`config.mk`:
```
export PLATFORM = sky130hd
export DESIGN_NAME = wavail_top
export DESIGN_NICKNAME = d
export VERILOG_FILES = /design/src/rtl/wavail_pkg.sv /design/src/rtl/wavail_judge.sv /design/src/rtl/wavail_cnt.sv /design/src/rtl/wavail_cwp.sv /design/src/rtl/wavail_top.sv
export SDC_FILE = /design/constraint.sdc
export NUM_CORES = 1
export LEC_CHECK = 0
export ABC_CLOCK_PERIOD_IN_PS = 2500
export BUFFER_PORTS_ARGS = -buffer_cell sky130_fd_sc_hd__buf_4
export CAP_MARGIN = 10
export CORE_UTILIZATION = 45
export CTS_CLUSTER_DIAMETER = 200
export DETAILED_ROUTE_END_ITERATION = 8
export PLACE_DENSITY = 0.71
export SYNTH_ARGS = -nofsm -noshare
export SYNTH_HDL_FRONTEND = slang
export SYNTH_SLANG_ARGS = --single-unit
```
`constraint.sdc`:
```
create_clock -name clk -period 2.5 [get_ports clk]
set_input_delay 0.375 -clock clk [delete_from_list [all_inputs] [get_ports clk]]
set_output_delay 0.375 -clock clk [all_outputs]
set_load 0.03 [all_outputs]
```
`src/rtl/wavail_pkg.sv`:
```
package wavail_pkg;
    localparam int CNT_W = 5;
    localparam int WS_W  = 6;
    localparam int TT_W  = 9;
    localparam int WD_W  = 6;
    localparam int OP_W  = 3;

    typedef enum logic [OP_W-1:0] {
        OP_SAVE     = 3'd0,
        OP_RESTORE  = 3'd1,
        OP_FLUSH    = 3'd2,
        OP_SAVED    = 3'd3,
        OP_RESTORED = 3'd4
    } win_op_e;

    typedef enum logic [OP_W-1:0] {
        WS_CANSAVE = 3'd0,
        WS_CANREST = 3'd1,
        WS_OTHER   = 3'd2,
        WS_CLEAN   = 3'd3,
        WS_WSTATE  = 3'd4,
        WS_CWP     = 3'd5
    } wr_sel_e;

    typedef enum logic [1:0] {
        TK_NONE  = 2'd0,
        TK_SPILL = 2'd1,
        TK_FILL  = 2'd2,
        TK_CLEAN = 2'd3
    } trap_kind_e;

    typedef struct packed {
        logic [CNT_W-1:0] can_sv;
        logic [CNT_W-1:0] can_rs;
        logic [CNT_W-1:0] other;
        logic [CNT_W-1:0] clean;
        logic [WS_W-1:0]  wst;
    } avail_t;

    function automatic logic [TT_W-1:0] compose_tt(
        input logic [TT_W-1:0] base,
        input logic [TT_W-1:0] oflag,
        input logic [WS_W-1:0] ws,
        input logic            other_nz
    );
        logic [TT_W-1:0] r;
        if (other_nz)
            r = base | oflag | (TT_W'(ws[5:3]) << 2);
        else
            r = base | (TT_W'(ws[2:0]) << 2);
        return r;
    endfunction
endpackage

```
`src/rtl/wavail_judge.sv`:
```
module wavail_judge
    import wavail_pkg::*;
#(
    parameter int              NWIN     = 8,
    parameter logic [TT_W-1:0] TT_SPILL = 9'h080,
    parameter logic [TT_W-1:0] TT_FILL  = 9'h0C0,
    parameter logic [TT_W-1:0] TT_CLEAN = 9'h024,
    parameter logic [TT_W-1:0] TT_OTHER = 9'h020
) (
    input  logic            fire,
    input  logic [OP_W-1:0] op,
    input  avail_t          cur,
    output trap_kind_e      kind,
    output logic [TT_W-1:0] ttype,
    output logic            commit
);
    localparam logic [CNT_W-1:0] FLUSH_OK = CNT_W'(NWIN - 2);

    logic             other_nz;
    logic [CNT_W-1:0] clean_gap;

    assign other_nz  = |cur.other;
    assign clean_gap = cur.clean - cur.can_rs;

    always_comb begin
        kind   = TK_NONE;
        commit = 1'b0;
        if (fire) begin
            case (op)
                OP_SAVE: begin
                    if (cur.can_sv == '0)
                        kind = TK_SPILL;
                    else if (clean_gap == '0)
                        kind = TK_CLEAN;
                    else
                        commit = 1'b1;
                end
                OP_RESTORE: begin
                    if (cur.can_rs == '0)
                        kind = TK_FILL;
                    else
                        commit = 1'b1;
                end
                OP_FLUSH: begin
                    if (cur.can_sv != FLUSH_OK)
                        kind = TK_SPILL;
                end
                OP_SAVED, OP_RESTORED: commit = 1'b1;
                default: ;
            endcase
        end
    end

    always_comb begin
        case (kind)
            TK_SPILL: ttype = compose_tt(TT_SPILL, TT_OTHER, cur.wst, other_nz);
            TK_FILL:  ttype = compose_tt(TT_FILL, TT_OTHER, cur.wst, other_nz);
            TK_CLEAN: ttype = TT_CLEAN;
            default:  ttype = '0;
        endcase
    end
endmodule

```
`src/rtl/wavail_cnt.sv`:
```
module wavail_cnt
    import wavail_pkg::*;
#(
    parameter int NWIN = 8
) (
    input  logic            clk,
    input  logic            rst,
    input  logic            commit,
    input  logic [OP_W-1:0] op,
    input  logic            wr_en,
    input  logic [OP_W-1:0] wr_sel,
    input  logic [WD_W-1:0] wr_data,
    output avail_t          cur
);
    localparam logic [CNT_W-1:0] SV_RST = CNT_W'(NWIN - 2);
    localparam logic [CNT_W-1:0] CL_TOP = CNT_W'(NWIN - 1);

    avail_t nxt;
    logic   other_nz;

    assign other_nz = |cur.other;

    always_comb begin
        nxt = cur;
        if (wr_en) begin
            case (wr_sel)
                WS_CANSAVE: nxt.can_sv = wr_data[CNT_W-1:0];
                WS_CANREST: nxt.can_rs = wr_data[CNT_W-1:0];
                WS_OTHER:   nxt.other  = wr_data[CNT_W-1:0];
                WS_CLEAN:   nxt.clean  = wr_data[CNT_W-1:0];
                WS_WSTATE:  nxt.wst    = wr_data[WS_W-1:0];
                default: ;
            endcase
        end else if (commit) begin
            case (op)
                OP_SAVE: begin
                    nxt.can_sv = cur.can_sv - 1'b1;
                    nxt.can_rs = cur.can_rs + 1'b1;
                end
                OP_RESTORE: begin
                    nxt.can_sv = cur.can_sv + 1'b1;
                    nxt.can_rs = cur.can_rs - 1'b1;
                end
                OP_SAVED: begin
                    nxt.can_sv = cur.can_sv + 1'b1;
                    if (other_nz) nxt.other  = cur.other - 1'b1;
                    else          nxt.can_rs = cur.can_rs - 1'b1;
                end
                OP_RESTORED: begin
                    nxt.can_rs = cur.can_rs + 1'b1;
                    if (cur.clean < CL_TOP) nxt.clean = cur.clean + 1'b1;
                    if (other_nz) nxt.other  = cur.other - 1'b1;
                    else          nxt.can_sv = cur.can_sv - 1'b1;
                end
                default: ;
            endcase
        end
    end

    always_ff @(posedge clk) begin
        if (rst) begin
            cur.can_sv <= SV_RST;
            cur.can_rs <= '0;
            cur.other  <= '0;
            cur.clean  <= CL_TOP;
            cur.wst    <= '0;
        end else begin
            cur <= nxt;
        end
    end

    // a committed save moves both counters by one in opposite directions
    a_r4_save_counts: assert property (@(posedge clk) disable iff (rst)
        (commit && op == OP_SAVE) |=>
            (cur.can_rs == CNT_W'($past(cur.can_rs) + 1'b1)) &&
            (cur.can_sv == CNT_W'($past(cur.can_sv) - 1'b1)));

    // clean count does not climb past its ceiling
    a_r9_clean_sat: assert property (@(posedge clk) disable iff (rst)
        (commit && op == OP_RESTORED && cur.clean >= CL_TOP) |=> $stable(cur.clean));

    // saved always grows cansave
    a_r8_saved_grows: assert property (@(posedge clk) disable iff (rst)
        (commit && op == OP_SAVED) |=> cur.can_sv == CNT_W'($past(cur.can_sv) + 1'b1));
endmodule

```
`src/rtl/wavail_cwp.sv`:
```
module wavail_cwp
    import wavail_pkg::*;
#(
    parameter int NWIN = 8
) (
    input  logic            clk,
    input  logic            rst,
    input  logic            commit,
    input  logic [OP_W-1:0] op,
    input  logic            wr_en,
    input  logic [OP_W-1:0] wr_sel,
    input  logic [WD_W-1:0] wr_data,
    output logic [$clog2(NWIN)-1:0] cwp
);
    localparam int              CPW = $clog2(NWIN);
    localparam logic [CPW-1:0]  TOP = CPW'(NWIN - 1);

    logic wr_hit;
    logic wr_ok;

    assign wr_hit = wr_en && (wr_sel == WS_CWP);
    assign wr_ok  = int'(wr_data) < NWIN;

    always_ff @(posedge clk) begin
        if (rst) begin
            cwp <= '0;
        end else if (wr_hit) begin
            if (wr_ok) cwp <= wr_data[CPW-1:0];
        end else if (commit && op == OP_SAVE) begin
            cwp <= (cwp == '0) ? TOP : cwp - 1'b1;
        end else if (commit && op == OP_RESTORE) begin
            cwp <= (cwp == TOP) ? '0 : cwp + 1'b1;
        end
    end

    a_r4_cwp_wrap_down: assert property (@(posedge clk) disable iff (rst)
        (commit && op == OP_SAVE && cwp == '0) |=> cwp == TOP);

    a_r5_cwp_wrap_up: assert property (@(posedge clk) disable iff (rst)
        (commit && op == OP_RESTORE && cwp == TOP) |=> cwp == '0);

    a_r10_cwp_range: assert property (@(posedge clk) disable iff (rst)
        (wr_hit && !wr_ok) |=> $stable(cwp));
endmodule

```
`src/rtl/wavail_top.sv`:
```
module wavail_top
    import wavail_pkg::*;
#(
    parameter int              NWIN     = 8,
    parameter logic [TT_W-1:0] TT_SPILL = 9'h080,
    parameter logic [TT_W-1:0] TT_FILL  = 9'h0C0,
    parameter logic [TT_W-1:0] TT_CLEAN = 9'h024,
    parameter logic [TT_W-1:0] TT_OTHER = 9'h020
) (
    input  logic                    clk,
    input  logic                    rst,
    input  logic                    cmd_valid,
    input  logic [OP_W-1:0]         cmd_op,
    input  logic                    wr_en,
    input  logic [OP_W-1:0]         wr_sel,
    input  logic [WD_W-1:0]         wr_data,
    output logic [CNT_W-1:0]        cansave,
    output logic [CNT_W-1:0]        canrestore,
    output logic [CNT_W-1:0]        otherwin,
    output logic [CNT_W-1:0]        cleanwin,
    output logic [WS_W-1:0]         win_state,
    output logic [$clog2(NWIN)-1:0] cwp,
    output logic                    trap_vld,
    output logic [TT_W-1:0]         trap_type
);
    logic            fire;
    logic            commit;
    trap_kind_e      kind;
    logic [TT_W-1:0] ttype;
    avail_t          cur;

    assign fire = cmd_valid && !wr_en;

    wavail_judge #(
        .NWIN(NWIN), .TT_SPILL(TT_SPILL), .TT_FILL(TT_FILL),
        .TT_CLEAN(TT_CLEAN), .TT_OTHER(TT_OTHER)
    ) u_judge (
        .fire(fire), .op(cmd_op), .cur(cur),
        .kind(kind), .ttype(ttype), .commit(commit)
    );

    wavail_cnt #(.NWIN(NWIN)) u_cnt (
        .clk(clk), .rst(rst), .commit(commit), .op(cmd_op),
        .wr_en(wr_en), .wr_sel(wr_sel), .wr_data(wr_data), .cur(cur)
    );

    wavail_cwp #(.NWIN(NWIN)) u_cwp (
        .clk(clk), .rst(rst), .commit(commit), .op(cmd_op),
        .wr_en(wr_en), .wr_sel(wr_sel), .wr_data(wr_data), .cwp(cwp)
    );

    always_ff @(posedge clk) begin
        if (rst) begin
            trap_vld  <= 1'b0;
            trap_type <= '0;
        end else begin
            trap_vld  <= (kind != TK_NONE);
            trap_type <= ttype;
        end
    end

    assign cansave    = cur.can_sv;
    assign canrestore = cur.can_rs;
    assign otherwin   = cur.other;
    assign cleanwin   = cur.clean;
    assign win_state  = cur.wst;

    a_r12_idle_type: assert property (@(posedge clk) disable iff (rst)
        !trap_vld |-> trap_type == '0);

    a_r11_write_wins: assert property (@(posedge clk) disable iff (rst)
        (cmd_valid && wr_en) |=> !trap_vld);

    a_r2_spill_hold: assert property (@(posedge clk) disable iff (rst)
        (fire && cmd_op == OP_SAVE && cansave == '0) |=>
            trap_vld && $stable(canrestore) && $stable(cwp) && $stable(cansave));

    a_r7_flush_still: assert property (@(posedge clk) disable iff (rst)
        (fire && cmd_op == OP_FLUSH) |=>
            $stable(cansave) && $stable(canrestore) && $stable(otherwin) &&
            $stable(cleanwin) && $stable(cwp));

    a_r5_fill_code: assert property (@(posedge clk) disable iff (rst)
        (fire && cmd_op == OP_RESTORE && canrestore == '0) |=>
            trap_vld && trap_type[7:6] == 2'b11);

    a_r13_reserved_op: assert property (@(posedge clk) disable iff (rst)
        (fire && cmd_op > 3'd4) |=> !trap_vld && $stable(cwp) && $stable(cansave));
endmodule

```
-- Word-level counts from Yosys, hierarchy flattened
Cells that the tools add are included.
- bits in registers: 39
- input bits: 16
- logic and storage cells: 100
- output and inout bits: 39
- add/sub/neg operators: 9
- reduce and logical (&&, ||, !) cells: 27
- $lt $le $gt $ge: 2
- eq/ne operators: 21
- mux-type cells: 33
- operator list (kind ; number):
    $mux W5 ; 10
    $mux W20 ; 2
    $pmux W10 S4 ; 1
    $pmux W9 S3 ; 1
    $mux W3 ; 6
    $reduce_and A4 Y1 ; 4
    $add A5 B1 Y5 const B ; 3
    $logic_not A5 Y1 ; 3
    $sub A5 B1 Y5 const B ; 3
    $eq A3 B2 Y1 const B ; 4
    $eq A3 B3 Y1 const B ; 4
    $mux W6 ; 2
    $reduce_bool A2 Y1 ; 6
    $logic_not A3 Y1 ; 3
    $mux W2 ; 4
    $ne A2 B1 Y1 const B ; 4
    $eq A3 B1 Y1 const B ; 2
    $lt A6 B4 Y1 const B ; 1
    $ne A3 B3 Y1 const B ; 2
    $pmux W2 S3 ; 1
    $lt A5 B3 Y1 const B ; 1
    $mux W1 ; 5
    $ne A5 B3 Y1 const B ; 1
    $reduce_bool A5 Y1 ; 1
    13 further kinds ; 18

-- Longest topological paths before layout
Gate-level depths: netlist of the first run.
- word-level depth: 10
- depth in mapped cells: 12
- mapped depth without buffers: 12

-- Modules after synthesis
A second synthesis of the first run with hierarchy kept.
- cell total of the unflattened synthesis: 305
- area, all modules: 2671.3 µm²
- by module, submodules not included (module ; times used ; sequential area each (µm²) ; cells each ; area an instance (µm²)):
    wavail_cnt ; 1 ; 520.5 ; 186 ; 1615.3
    wavail_judge ; 1 ; 0.0 ; 66 ; 478.0
    wavail_top ; 1 ; 200.2 ; 21 ; 295.3
    wavail_cwp ; 1 ; 60.1 ; 32 ; 282.8

-- Worst setup path before layout of the first run
Ideal clock, no wire load.
- kind: reg2reg
- start: register u_cnt.cur[19] (netlist name)
- end: register trap_type[5]
- data required time: 2.385 ns
- path slack: -0.332 ns
- period minus slack after synthesis: 2.832 ns
- data arrival time: 2.718 ns
- library setup time: 0.115 ns
- path buffers: 0
- cell stages (with the launch flop): 12
- cell sequence: dfxtp_1 inv_1 ha_1 nor2_1 xnor2_1 nor4_4 a32oi_1 a2111o_1 ha_1 nor2_1 nor2_1 o21a_1
- longest elaborated chain between the ends: 8
- elaborated cells between the ends (all ways): 12
- classes of those cells: add/sub: 1; eq/ne: 3; mux: 6; reduce/logical: 2
- RTL lines (what ; line ; RTL):
    $sub A5 B5 Y5 ; wavail_judge.sv:23 ; assign clean_gap = cur.clean - cur.can_rs;
    $logic_not A5 Y1 ; wavail_judge.sv:33 ; else if (clean_gap == '0)
    $mux W2 ; wavail_judge.sv:33 ;
    $mux W2 ; wavail_judge.sv:31 ; if (cur.can_sv == '0)
    $pmux W2 S3 * ; wavail_judge.sv:29 ; case (op)
    $mux W2 * ; wavail_judge.sv:28 ; if (fire) begin
    $eq A2 B2 Y1 / $eq A2 B1 Y1 (equally long branches) ; wavail_judge.sv:55 ; case (kind)
    $pmux W9 S3 * ; wavail_judge.sv:55 ;
    to (signal assigned) ; wavail_top.sv:58 ; trap_type <= ttype;
    to (decl) ; wavail_top.sv:24 ; output logic [TT_W-1:0] trap_type
Every way passes the cells marked *; elsewhere a longest branch is shown, timed or not.
A chain may end at the register's enable or synchronous reset.

-- Worst setup path after layout of the first run
- start: register u_cnt.cur[17] (netlist name)
- end: register u_cwp.cwp[0]
- longest elaborated chain between the ends: 9
- elaborated cells between the ends (all ways): 14
- classes of those cells: add/sub: 1; mux: 7; reduce/logical: 6
- RTL lines (what ; line ; RTL):
    $sub A5 B5 Y5 ; wavail_judge.sv:23 ;
    $logic_not A5 Y1 ; wavail_judge.sv:33 ;
    $mux W1 ; wavail_judge.sv:33 ;
    $mux W1 ; wavail_judge.sv:31 ;
    $pmux W1 S3 * ; wavail_judge.sv:29 ;
    $mux W1 * ; wavail_judge.sv:28 ;
    $logic_and A1 B1 Y1, on equally long branches ; wavail_cwp.sv:31, wavail_cwp.sv:29 ;
    $reduce_bool A3 Y1 (no line) / $mux W3 (equally long branches) ; n/a ;
    $reduce_and A2 Y1 (no line) / $mux W3 (equally long branches) ; n/a ;
    to (signal assigned) ; wavail_cwp.sv:28 ; if (wr_ok) cwp <= wr_data[CPW-1:0];
    to (signal assigned) ; wavail_cwp.sv:30 ; cwp <= (cwp == '0) ? TOP : cwp - 1'b1;
    to (signal assigned) ; wavail_cwp.sv:32 ; cwp <= (cwp == TOP) ? '0 : cwp + 1'b1;
    to (decl) ; wavail_cwp.sv:13 ; output logic [$clog2(NWIN)-1:0] cwp
Marked as above.

==> results.tsv, run 1 <==
stage	metric	value	unit
worst_hold_path	Hold Crit Start	wr_data[5]	
clock_tree	Clock Sinks	36	
yosys	mux share of post-synthesis cell area	4.32	%
yosys	synth warn	0	
worst_setup_path	r2r endpoint	u_cwp.cwp[0]	
power	P_leak	1.40	nW
worst_setup_path	WP data arrival	2600	ps
clock_tree	CTS max path bufs	2	
worst_setup_path	crit path max-delay cell type	or4_1	
timing	maximum clock rate	420	MHz
clock_tree	Clock H-tree levels	2	
yosys	Synth top area share	28.3	%
cells_and_area	Layout Utilization	59.6	%
cells_and_area	layout cells sized above 1	30.1	%
cells_and_area	# diodes	0	
worst_hold_path	hold endpoint	u_cnt.cur[5]	
yosys	Mapped Area	2550	sq um
yosys	cell count after synthesis	304	
grt	initial antenna violation count	0	
routing	First DRT Iteration DRCs	100	
timing	Fin. Hold Viols	0	
worst_setup_path	Max FO, Critical Path	5	
worst_hold_path	Min-Delay Path Class	in2reg	
timing	worst slew pin tran	669	ps
yosys	dominant cell type by area after synthesis	dfxtp_1	
floorplanning	I/O pin total	55	
worst_setup_path	crit-path cells	inv_1 -> ha_1 -> nor3b_2 -> xnor2_1 -> nor4_4 -> buf_4 -> buf_4 -> a2111oi_2 -> buf_4 -> or4_1 -> o31ai_1	
yosys	top cells by area, synth	dfxtp_1 28%, ha_1 10%, nor2_1 5.0%	
yosys	Synth Area in Compound Gates	25.5	%
yosys	XOR/XNOR Fraction of Synth Area	3.44	%
routing	Final ANT Viol Nets	0	
placement	port bufs	51	
floorplanning	DIE WIDTH	77.2	um
worst_setup_path	critical path endpoint category	flip-flop	
power	maximum vdd drop	302	uV
timing	fin crit share	95.3	%
placement	dpl hpwl	5.39	mm
clock_tree	CTS tree	built	
timing	final setup fails	0	
floorplanning	chip height	77.2	um
worst_setup_path	number of cells on the critical path	11	
routing	DR vias	2489	
floorplanning	Starting Density	46.5	%
timing	unrepaired setup endpoints after global routing	yes	
cells_and_area	most frequent cells in the layout	70 x buf_4, 31 x nor2_1, 28 x dfxtp_1	
worst_setup_path	flop2flop setup slack	120	ps
yosys	syn_area_per_cell	8.38	sq um
timing	Post-Route Setup TNS	0	ps
yosys	register area share after synthesis	28.3	%
routing	DRT Pass-1 Iters	4	
grt	GR Overflow Total	0	
grt	total track usage	24.7	%
grt	first-pass GRT wire length	11.6	mm
routing	vias per cell	5.64	
power	Pwr Density	454	nW/um^2
cells_and_area	P&R area growth vs syn	28.1	%
worst_setup_path	Worst Reg2Reg Path Length in Cells	11	
clock_tree	total CTS buffers	5	
yosys	Post-synth ARST share	0	%
routing	WL final	6.97	mm
placement	GP Congestion	0.836	
worst_setup_path	Critical Path Most Common Cell	buf_4	
worst_setup_path	Critical R2R Launch	u_cnt.cur[17]	
yosys	post-synthesis adder-cell area fraction	11.9	%
clock_tree	Clock Latency Late Sink	300	ps
yosys	Distinct cells, synth	61	
routing	DR DRC count	0	
cells_and_area	count of nets after finishing	407	
grt	largest net degree at the start of global routing	29	
worst_setup_path	CP Launch Type	flip-flop	
yosys	Synth Area in Simple Gates	20.8	%
clock_tree	clk root buf	clkbuf_8	
grt	number of global-route vias before repair	2429	
floorplanning	Row Count	27	
job	Max-Cap Viols	0	
status	status	finished clean	
cells_and_area	commonest non-fill, non-tap cell in the layout	buf_4	
timing	Max Slew Vio Count	0	
yosys	Post-synth EDFFs	0	
worst_setup_path	critical path class	reg2reg	
yosys	Synth Flop Type	dfxtp_1	
worst_setup_path	delay-heaviest family, CP	simple AND/OR/NAND/NOR gates	
routing	WL/cell	15.8	um
timing	Worst slew margin	55.4	%
clock_tree	Reg clk slew, reported paths	80	ps
floorplanning	die area	5970	sq um
floorplanning	total core area	5470	sq um
yosys	combinational family with the most area after synthesis	compound AO/OA/AOI/OAI gates	
worst_setup_path	CP required	2720	ps
timing	Final min period	2380	ps
worst_setup_path	slowest stage delay, CP	460	ps
worst_hold_path	hold depth	3	
timing	Setup Skew	9.91	ps
yosys	flops & latches, synth	36	
worst_setup_path	Buf/Inv on CP	4	
cell families after synthesis:
logic type | Yosys count
simple gates | 104
buf+inv | 34
xor+xnor | 10
other cells | 1
mux | 11
compound gates | 85
flops | 36
fa+ha+maj | 23
worst max-delay path by stage:
stage / startpoint / slack (ps) / endpoint
CTS: u_cnt.cur[17] / 6 / trap_type[3]
global route: u_cnt.cur[17] / -40 / trap_type[2]
global placement: u_cnt.cur[17] / 120 / trap_type[4]
finish: u_cnt.cur[17] / 120 / u_cwp.cwp[0]
floorplan: u_cnt.cur[19] / -80 / trap_type[5]
detailed placement: u_cnt.cur[17] / 10 / trap_type[3]
worst reg2reg max path, stage by stage (launching register included):
cell and delay [ps]:
dfxtp_4 380, inv_1 60, ha_1 230, nor3b_2 210
xnor2_1 120, nor4_4 220, buf_4 200, buf_4 130
a2111oi_2 70, buf_4 150, or4_1 460, o31ai_1 70
where the power goes:
part | leakage (nW) | internal [mW] | switching, mW
combinational | 1.06 | 0.171 | 0.243
clock | 0.0477 | 0.224 | 0.227
sequential | 0.295 | 0.593 | 0.0242
total | 1.40 | 0.988 | 0.494
registers in the layout (all words and copies together) (netlist names):
| register | cells |
|---|---|
| trap_type | 6 |
| trap_vld | 1 |
| u_cnt.cur | 26 |
| u_cwp.cwp | 3 |
per-stage QoR:
step	hold WS [ps]	area, sq um	std cells	setup slack, ps	power, mW
after global placement	491	3140	432	120	1.03
after detailed placement	503	3140	432	11.0	1.04
after floorplan	522	2610	306	-84.5	0.903
after global routing	355	3260	441	-37.7	1.56
final	331	3260	441	117	1.48
after CTS	325	3240	440	6.41	1.49
metal layers:
metal  track usage [%]  part of all wire [%]  up-vias
met2              42.0                    47       72
met3              4.29                   4.9       11
li1                  -                     -     1227
met4              7.17                   1.6        0
met1              31.6                    46     1179
met5                 0                     0        -
cells in the mapped netlist (all sizes together), types with 2 or more instances:
cell type and count:
dfxtp 36, nor2 34, nand2 26, ha 21
inv 18, a21oi 16, o21ai 16, mux2i 11
clkbuf 10, xnor2 9, a211oi 7, nor2b 7
nor3 7, o31ai 7, nand3 6, buf 5
nand2b 5, a21o 4, a22oi 4, and3 3
nand3b 3, nor4 3, o21a 3, o221ai 3
o32ai 3, a2111o 2, fa 2, nor3b 2
o221a 2, o311a 2, o31a 2, o41ai 2
or4 2
layout make-up:
type / instances / area, sq um
clock buffer: 6 / 82.6
sequential: 36 / 743
inverter: 19 / 71.3
tap: 72 / 90.1
clock inverter: 2 / 13.8
multi-input combinational: 236 / 1740
fill: 503 / 2210
timing repair buffer: 70 / 526
repair_timing:
action                                  4_1_cts  5_1_grt
gates resized for setup                       0        6
pin swaps                                     2        1
endpoints found under the setup margin        1        6
hold buffers                                  0        0
buffers inserted                              0        1
No activity file was read; power rests on OpenSTA's default activity.
==> run 2: changes to the inputs <==
--- a/config.mk
+++ b/config.mk
@@ -5,13 +5,13 @@
 export SDC_FILE = /design/constraint.sdc
 export NUM_CORES = 1
 export LEC_CHECK = 0
-export ABC_CLOCK_PERIOD_IN_PS = 2500
 export BUFFER_PORTS_ARGS = -buffer_cell sky130_fd_sc_hd__buf_4
 export CAP_MARGIN = 10
 export CORE_UTILIZATION = 45
 export CTS_CLUSTER_DIAMETER = 200
 export DETAILED_ROUTE_END_ITERATION = 8
 export PLACE_DENSITY = 0.71
+export SETUP_SLACK_MARGIN = 0.4
 export SYNTH_ARGS = -nofsm -noshare
 export SYNTH_HDL_FRONTEND = slang
 export SYNTH_SLANG_ARGS = --single-unit
==> results.tsv, run 2 (synthesis gave the netlist of run 1 again) <==
stage	metric	value	unit	change
timing	unrepaired setup endpoints after global routing	yes		unchanged
routing	WL/cell	17.6	um	was 15.8 um
floorplanning	chip height	77.2	um	unchanged
grt	GR Overflow Total	0		unchanged
cells_and_area	Largest regs	u_cnt.cur x26, trap_type x6, u_cwp.cwp x3		unchanged
worst_setup_path	crit path max-delay cell type	nor4_4		was or4_1
placement	dpl cells	432		unchanged
cells_and_area	# diodes	0		unchanged
grt	initial antenna violation count	0		unchanged
cells_and_area	P&R area growth vs syn	44.2	%	was 28.1%
worst_setup_path	critical path endpoint category	flip-flop		unchanged
worst_setup_path	Critical R2R Launch	u_cnt.cur[6]		was u_cnt.cur[17]
clock_tree	CTS tree	built		unchanged
timing	worst slew pin tran	521	ps	was 669 ps
placement	dpl hpwl	5.28	mm	was 5.39 mm
cells_and_area	Top reg by flops	u_cnt.cur		unchanged
status	status	finished clean		unchanged
clock_tree	Reg clk slew, reported paths	80	ps	about the same
worst_setup_path	critical path class	reg2reg		unchanged
cells_and_area	area of the multi-input gates	1990	sq um	was 1740 sq um
cells_and_area	Post-Layout Cell Count	456		was 441
worst_setup_path	flop2flop setup slack	110	ps	was 120 ps
floorplanning	I/O pin total	55		unchanged
timing	Max Slew Vio Count	0		unchanged
power	P_leak	1.56	nW	was 1.40 nW
timing	Fin. Hold Viols	0		unchanged
worst_setup_path	CP Launch Type	flip-flop		unchanged
cells_and_area	max reg flops	26		unchanged
power	maximum vdd drop	317	uV	was 302 uV
power	Pint	1.10	mW	was 0.988 mW
timing	maximum clock rate	418	MHz	was 420 MHz
timing	fin crit share	95.7	%	was 95.3%
routing	First DRT Iteration DRCs	189		was 100
floorplanning	Starting Density	46.5	%	unchanged
routing	DR vias	2665		was 2489
timing	Final min period	2390	ps	was 2380 ps
clock_tree	cts hold-fix bufs	0		unchanged
grt	first-pass GRT wire length	12.0	mm	was 11.6 mm
grt	largest net degree at the start of global routing	30		was 29
routing	vias per cell	5.84		was 5.64
worst_setup_path	Worst Setup SP	u_cnt.cur[6]		was u_cnt.cur[17]
floorplanning	die area	5970	sq um	unchanged
grt	total track usage	25.8	%	was 24.7%
power	combinational share of power	30.2	%	was 28.0%
job	Max-Cap Viols	0		unchanged
cells_and_area	most frequent cells in the layout	79 x buf_4, 30 x nor2_1, 27 x dfxtp_1		was 70 x buf_4, 31 x nor2_1, 28 x dfxtp_1
cells_and_area	fill count	432		was 503
worst_setup_path	CP required	2690	ps	was 2720 ps
worst_setup_path	WP data arrival	2580	ps	was 2600 ps
power	Switching Fraction	32.7	%	was 33.4%
routing	Final ANT Viol Nets	0		unchanged
clock_tree	Clock H-tree levels	2		unchanged
cells_and_area	commonest non-fill, non-tap cell in the layout	buf_4		unchanged
clock_tree	CTS max path bufs	2		unchanged
routing	WL final	8.05	mm	was 6.97 mm
worst_setup_path	crit-path cells	inv_4 -> ha_4 -> nor2b_4 -> xnor2_2 -> nor4_4 -> a32oi_1 -> a2111o_1 -> ha_2 -> nor2_2 -> nor2_1 -> o21a_1		was inv_1 -> ha_1 -> nor3b_2 -> xnor2_1 -> nor4_4 -> buf_4 -> buf_4 -> a2111oi_2 -> buf_4 -> or4_1 -> o31ai_1
placement	GP Congestion	0.836		about the same
power	part of the power in registers	38.0	%	was 41.6%
cells_and_area	layout cells sized above 1	41.1	%	was 30.1%
routing	DRT Pass-1 Iters	4		unchanged
worst_hold_path	Min-Delay Path Class	in2reg		unchanged
cells_and_area	count of nets after finishing	422		was 407
power	clock share of power	31.9	%	was 30.4%
floorplanning	total core area	5470	sq um	unchanged
worst_setup_path	slowest stage delay, CP	380	ps	was 460 ps
power	NetSw	0.535	mW	was 0.494 mW
power	Pwr Density	445	nW/um^2	was 454 nW/um^2
clock_tree	Clock Latency Late Sink	290	ps	was 300 ps
floorplanning	Row Count	27		unchanged
placement	port bufs	51		unchanged
cells_and_area	FF+latch area	747	sq um	was 743 sq um
grt	number of global-route vias before repair	2451		was 2429
power	total power	1.63	mW	was 1.48 mW
timing	final setup fails	0		unchanged
timing	Worst slew margin	65.2	%	was 55.4%
routing	DR DRC count	0		unchanged
clock_tree	clk root buf	clkbuf_8		unchanged
worst_hold_path	Hold Crit Start	wr_data[5]		unchanged
worst_setup_path	Max FO, Critical Path	3		was 5
clock_tree	total CTS buffers	5		unchanged
timing	Setup Skew	5.77	ps	was 9.91 ps
floorplanning	DIE WIDTH	77.2	um	unchanged
clock_tree	Clock Sinks	36		unchanged
[run 2: what timing repair did]
item / CTS / global route
resized for setup: 33 / 27
pin swaps: 15 / 13
buffers inserted: 11 / 5
endpoints found under the setup margin: 17 / 20
[run 2: area by class of cell]
| class | instances | area share [%] |
|---|---|---|
| flip-flops and latches | 36 | 20.3 |
| clock buffers | 5 | 1.87 |
| multi-input cells | 236 | 54.2 |
| clock inverters | 3 | 1.12 |
| repair buffers | 85 | 18.0 |
| well taps | 72 | 2.45 |
| inverters | 19 | 2.01 |
[run 2: worst paths after layout]
kind                    to  depth (start not counted)
max           trap_type[2]                         11
min           u_cnt.cur[5]                          3
max reg2reg   trap_type[2]                         11
min reg2reg  u_cnt.cur[19]                          2
[run 2: worst max-delay path, delay by kind of cell (launching register included)]
family,cells,cell delay (ps)
AO/OA/AOI/OAI,3,690
adder cells (fa/ha/maj),2,360
buffers and inverters,1,40
AND/OR/NAND/NOR,4,690
flip-flops,1,370
XOR/XNOR,1,150
[run 2: power groups by stage]
stage | sequential (mW) | combinational, mW | clock [mW]
global placement | 0.635 | 0.399 | 0
floorplan | 0.672 | 0.234 | 0
global route | 0.625 | 0.528 | 0.550
finish | 0.621 | 0.493 | 0.521
detailed placement | 0.636 | 0.404 | 0
CTS | 0.621 | 0.451 | 0.524
[run 2: per-stage QoR]
step	util, %	TNS [ps]	area (sq um)	setup slack, ps	hold slack [ps]
final	67.1	0	3670	108	329
after global routing	67.1	0	3670	18.0	381
after CTS	63.8	0	3490	143	336
after detailed placement	57.7	-43.9	3160	-29.2	505
after global placement	57.7	0	3160	115	497
after floorplan	-	-167	2620	-74.1	522
[run 2: metal layers]
layer	routed length [um]	vias up	GRT usage (%)
met4	198	0	10.9
met2	3970	112	42.5
met3	596	18	4.88
met5	0	-	0
met1	3280	1267	32.6
li1	-	1268	-
==> run 3: changes to the inputs <==
--- a/config.mk
+++ b/config.mk
@@ -10,7 +10,7 @@
 export CORE_UTILIZATION = 45
 export CTS_CLUSTER_DIAMETER = 200
 export DETAILED_ROUTE_END_ITERATION = 8
-export PLACE_DENSITY = 0.71
+export PLACE_DENSITY_LB_ADDON = 0.08
 export SETUP_SLACK_MARGIN = 0.4
 export SYNTH_ARGS = -nofsm -noshare
 export SYNTH_HDL_FRONTEND = slang
==> results.tsv, run 3 (synthesis gave the netlist of run 1 again) <==
stage	metric	value	unit	change
timing	Setup Skew	5.35	ps	was 5.77 ps
worst_setup_path	crit-path cells	inv_4 -> ha_4 -> nor2_4 -> xnor2_2 -> nor4_4 -> a32oi_1 -> a2111o_1 -> ha_2 -> nor2_4 -> buf_6 -> o21a_1		was inv_4 -> ha_4 -> nor2b_4 -> xnor2_2 -> nor4_4 -> a32oi_1 -> a2111o_1 -> ha_2 -> nor2_2 -> nor2_1 -> o21a_1
routing	WL/cell	16.7	um	was 17.6 um
grt	initial antenna violation count	0		unchanged
floorplanning	die area	5970	sq um	unchanged
timing	maximum clock rate	407	MHz	was 418 MHz
cells_and_area	Post-Layout Cell Count	461		was 456
floorplanning	Row Count	27		unchanged
clock_tree	total CTS buffers	5		unchanged
timing	fin crit share	98.2	%	was 95.7%
worst_setup_path	CP required	2740	ps	was 2690 ps
timing	final setup fails	0		unchanged
worst_setup_path	flop2flop setup slack	40	ps	was 110 ps
clock_tree	clk root buf	clkbuf_8		unchanged
floorplanning	I/O pin total	55		unchanged
clock_tree	Clock H-tree levels	2		unchanged
cells_and_area	Top reg by flops	u_cnt.cur		unchanged
timing	unrepaired setup endpoints after global routing	yes		unchanged
routing	First DRT Iteration DRCs	131		was 189
worst_setup_path	WP data arrival	2690	ps	was 2580 ps
cells_and_area	max reg flops	26		unchanged
worst_setup_path	Buf/Inv on CP	2		was 1
placement	port bufs	51		unchanged
routing	WL final	7.68	mm	was 8.05 mm
timing	Final min period	2460	ps	was 2390 ps
cells_and_area	Layout Utilization	68.1	%	was 67.1%
grt	number of global-route vias before repair	2405		was 2451
worst_setup_path	Critical Path Most Common Cell	nor2_4		
routing	vias per cell	5.66		was 5.84
floorplanning	chip height	77.2	um	unchanged
status	status	finished clean		unchanged
clock_tree	Reg clk slew, reported paths	70	ps	was 80 ps
placement	dpl hpwl	5.25	mm	was 5.28 mm
placement	GP Congestion	0.838		was 0.836
worst_setup_path	critical path endpoint category	flip-flop		unchanged
power	part of the power in registers	37.7	%	was 38.0%
power	total power	1.64	mW	was 1.63 mW
timing	Fin. Hold Viols	0		unchanged
worst_setup_path	crit path max-delay cell type	a2111o_1		was nor4_4
power	maximum vdd drop	299	uV	was 317 uV
worst_setup_path	CP Launch Type	flip-flop		unchanged
clock_tree	CTS tree	built		unchanged
job	Max-Cap Viols	0		unchanged
cells_and_area	# diodes	0		unchanged
floorplanning	Starting Density	46.5	%	unchanged
grt	total track usage	25.9	%	was 25.8%
placement	DP Area	3190	sq um	was 3160 sq um
cells_and_area	most frequent cells in the layout	80 x buf_4, 30 x nor2_1, 27 x dfxtp_1		was 79 x buf_4, 30 x nor2_1, 27 x dfxtp_1
clock_tree	Clock Latency Late Sink	290	ps	about the same
cells_and_area	layout cells sized above 1	41.4	%	was 41.1%
power	Pint	1.12	mW	was 1.10 mW
worst_setup_path	slowest stage delay, CP	460	ps	was 380 ps
cells_and_area	commonest non-fill, non-tap cell in the layout	buf_4		unchanged
worst_hold_path	Min-Delay Path Class	in2reg		unchanged
worst_setup_path	delay-heaviest family, CP	compound AO/OA/AOI/OAI gates		unchanged
grt	largest net degree at the start of global routing	30		unchanged
cells_and_area	P&R area growth vs syn	46.3	%	was 44.2%
power	combinational share of power	29.9	%	was 30.2%
routing	DRT Pass-1 Iters	4		unchanged
floorplanning	total core area	5470	sq um	unchanged
cells_and_area	Largest regs	u_cnt.cur x26, trap_type x6, u_cwp.cwp x3		unchanged
placement	dpl cells	436		was 432
cells_and_area	fill count	422		was 432
power	Switching Fraction	31.9	%	was 32.7%
cells_and_area	final instance area	3730	sq um	was 3670 sq um
timing	Max Slew Vio Count	0		unchanged
grt	first-pass GRT wire length	11.9	mm	was 12.0 mm
worst_setup_path	critical path class	reg2reg		unchanged
floorplanning	DIE WIDTH	77.2	um	unchanged
power	clock share of power	32.4	%	was 31.9%
routing	Final ANT Viol Nets	0		unchanged
routing	DR vias	2609		was 2665
worst_setup_path	Max FO, Critical Path	4		was 3
clock_tree	CTS max path bufs	2		unchanged
power	Pwr Density	440	nW/um^2	was 445 nW/um^2
cells_and_area	count of nets after finishing	427		was 422
grt	GR Overflow Total	0		unchanged
clock_tree	Clock Sinks	36		unchanged
power	NetSw	0.523	mW	was 0.535 mW
timing	Post-Route Setup TNS	0	ps	unchanged
power	P_leak	1.61	nW	was 1.56 nW
routing	DR DRC count	0		unchanged
run 3: worst register-to-register path, cell delays in order (launching register included):
cell and delay, ps:
dfxtp_4 380, inv_4 40, ha_4 280, nor2_4 40, xnor2_2 140, nor4_4 340
a32oi_1 150, a2111o_1 460, ha_2 240, nor2_4 110, buf_6 110, o21a_1 100
run 3: repair_timing:
action	in CTS	in global routing
setup endpoints to repair	16	20
gates cloned	0	0
resized for setup	29	34
setup buffers	9	8
pin swaps	15	20
hold buffers	0	0
run 3: per-stage QoR:
step	hold WS (ps)	setup WS (ps)
after global placement	497	105
final	343	44.9
after global routing	360	-50.8
after CTS	332	59.7
after detailed placement	503	42.1
after floorplan	522	-74.1
run 3: layout make-up:
class	instances	area [sq um]	share of cell area, %
multi-input combinational	236	1980	53.2
sequential	36	744	20.0
tap	72	90.1	2.42
timing repair buffer	90	713	19.1
clock buffer	8	121	3.26
inverter	19	76.3	2.05
run 3: power by group through the flow:
stage,Sequential [mW],Clock [mW],Combinational [mW]
2_1_floorplan,0.672,0,0.234
3_3_place_gp,0.631,0,0.410
3_5_place_dp,0.632,0,0.412
4_1_cts,0.618,0.547,0.445
5_1_grt,0.622,0.569,0.531
6_report,0.619,0.531,0.490
run 3: worst paths after layout:
check,cells past startpoint,end,start
worst max-delay path,11,trap_type[2],u_cnt.cur[19]
worst min-delay path,3,u_cnt.cur[5],wr_data[5]
worst max register to register,11,trap_type[2],u_cnt.cur[19]
worst min register to register,2,u_cnt.cur[20],u_cnt.cur[20]
run 3: routing by layer:
layer / part of all wire, % / track usage, % / routed length (um)
met1: 47 / 32.8 / 3600
met2: 47 / 42.5 / 3620
met3: 4.4 / 4.05 / 336
met4: 1.7 / 12.8 / 131
met5: 0 / 0 / 0
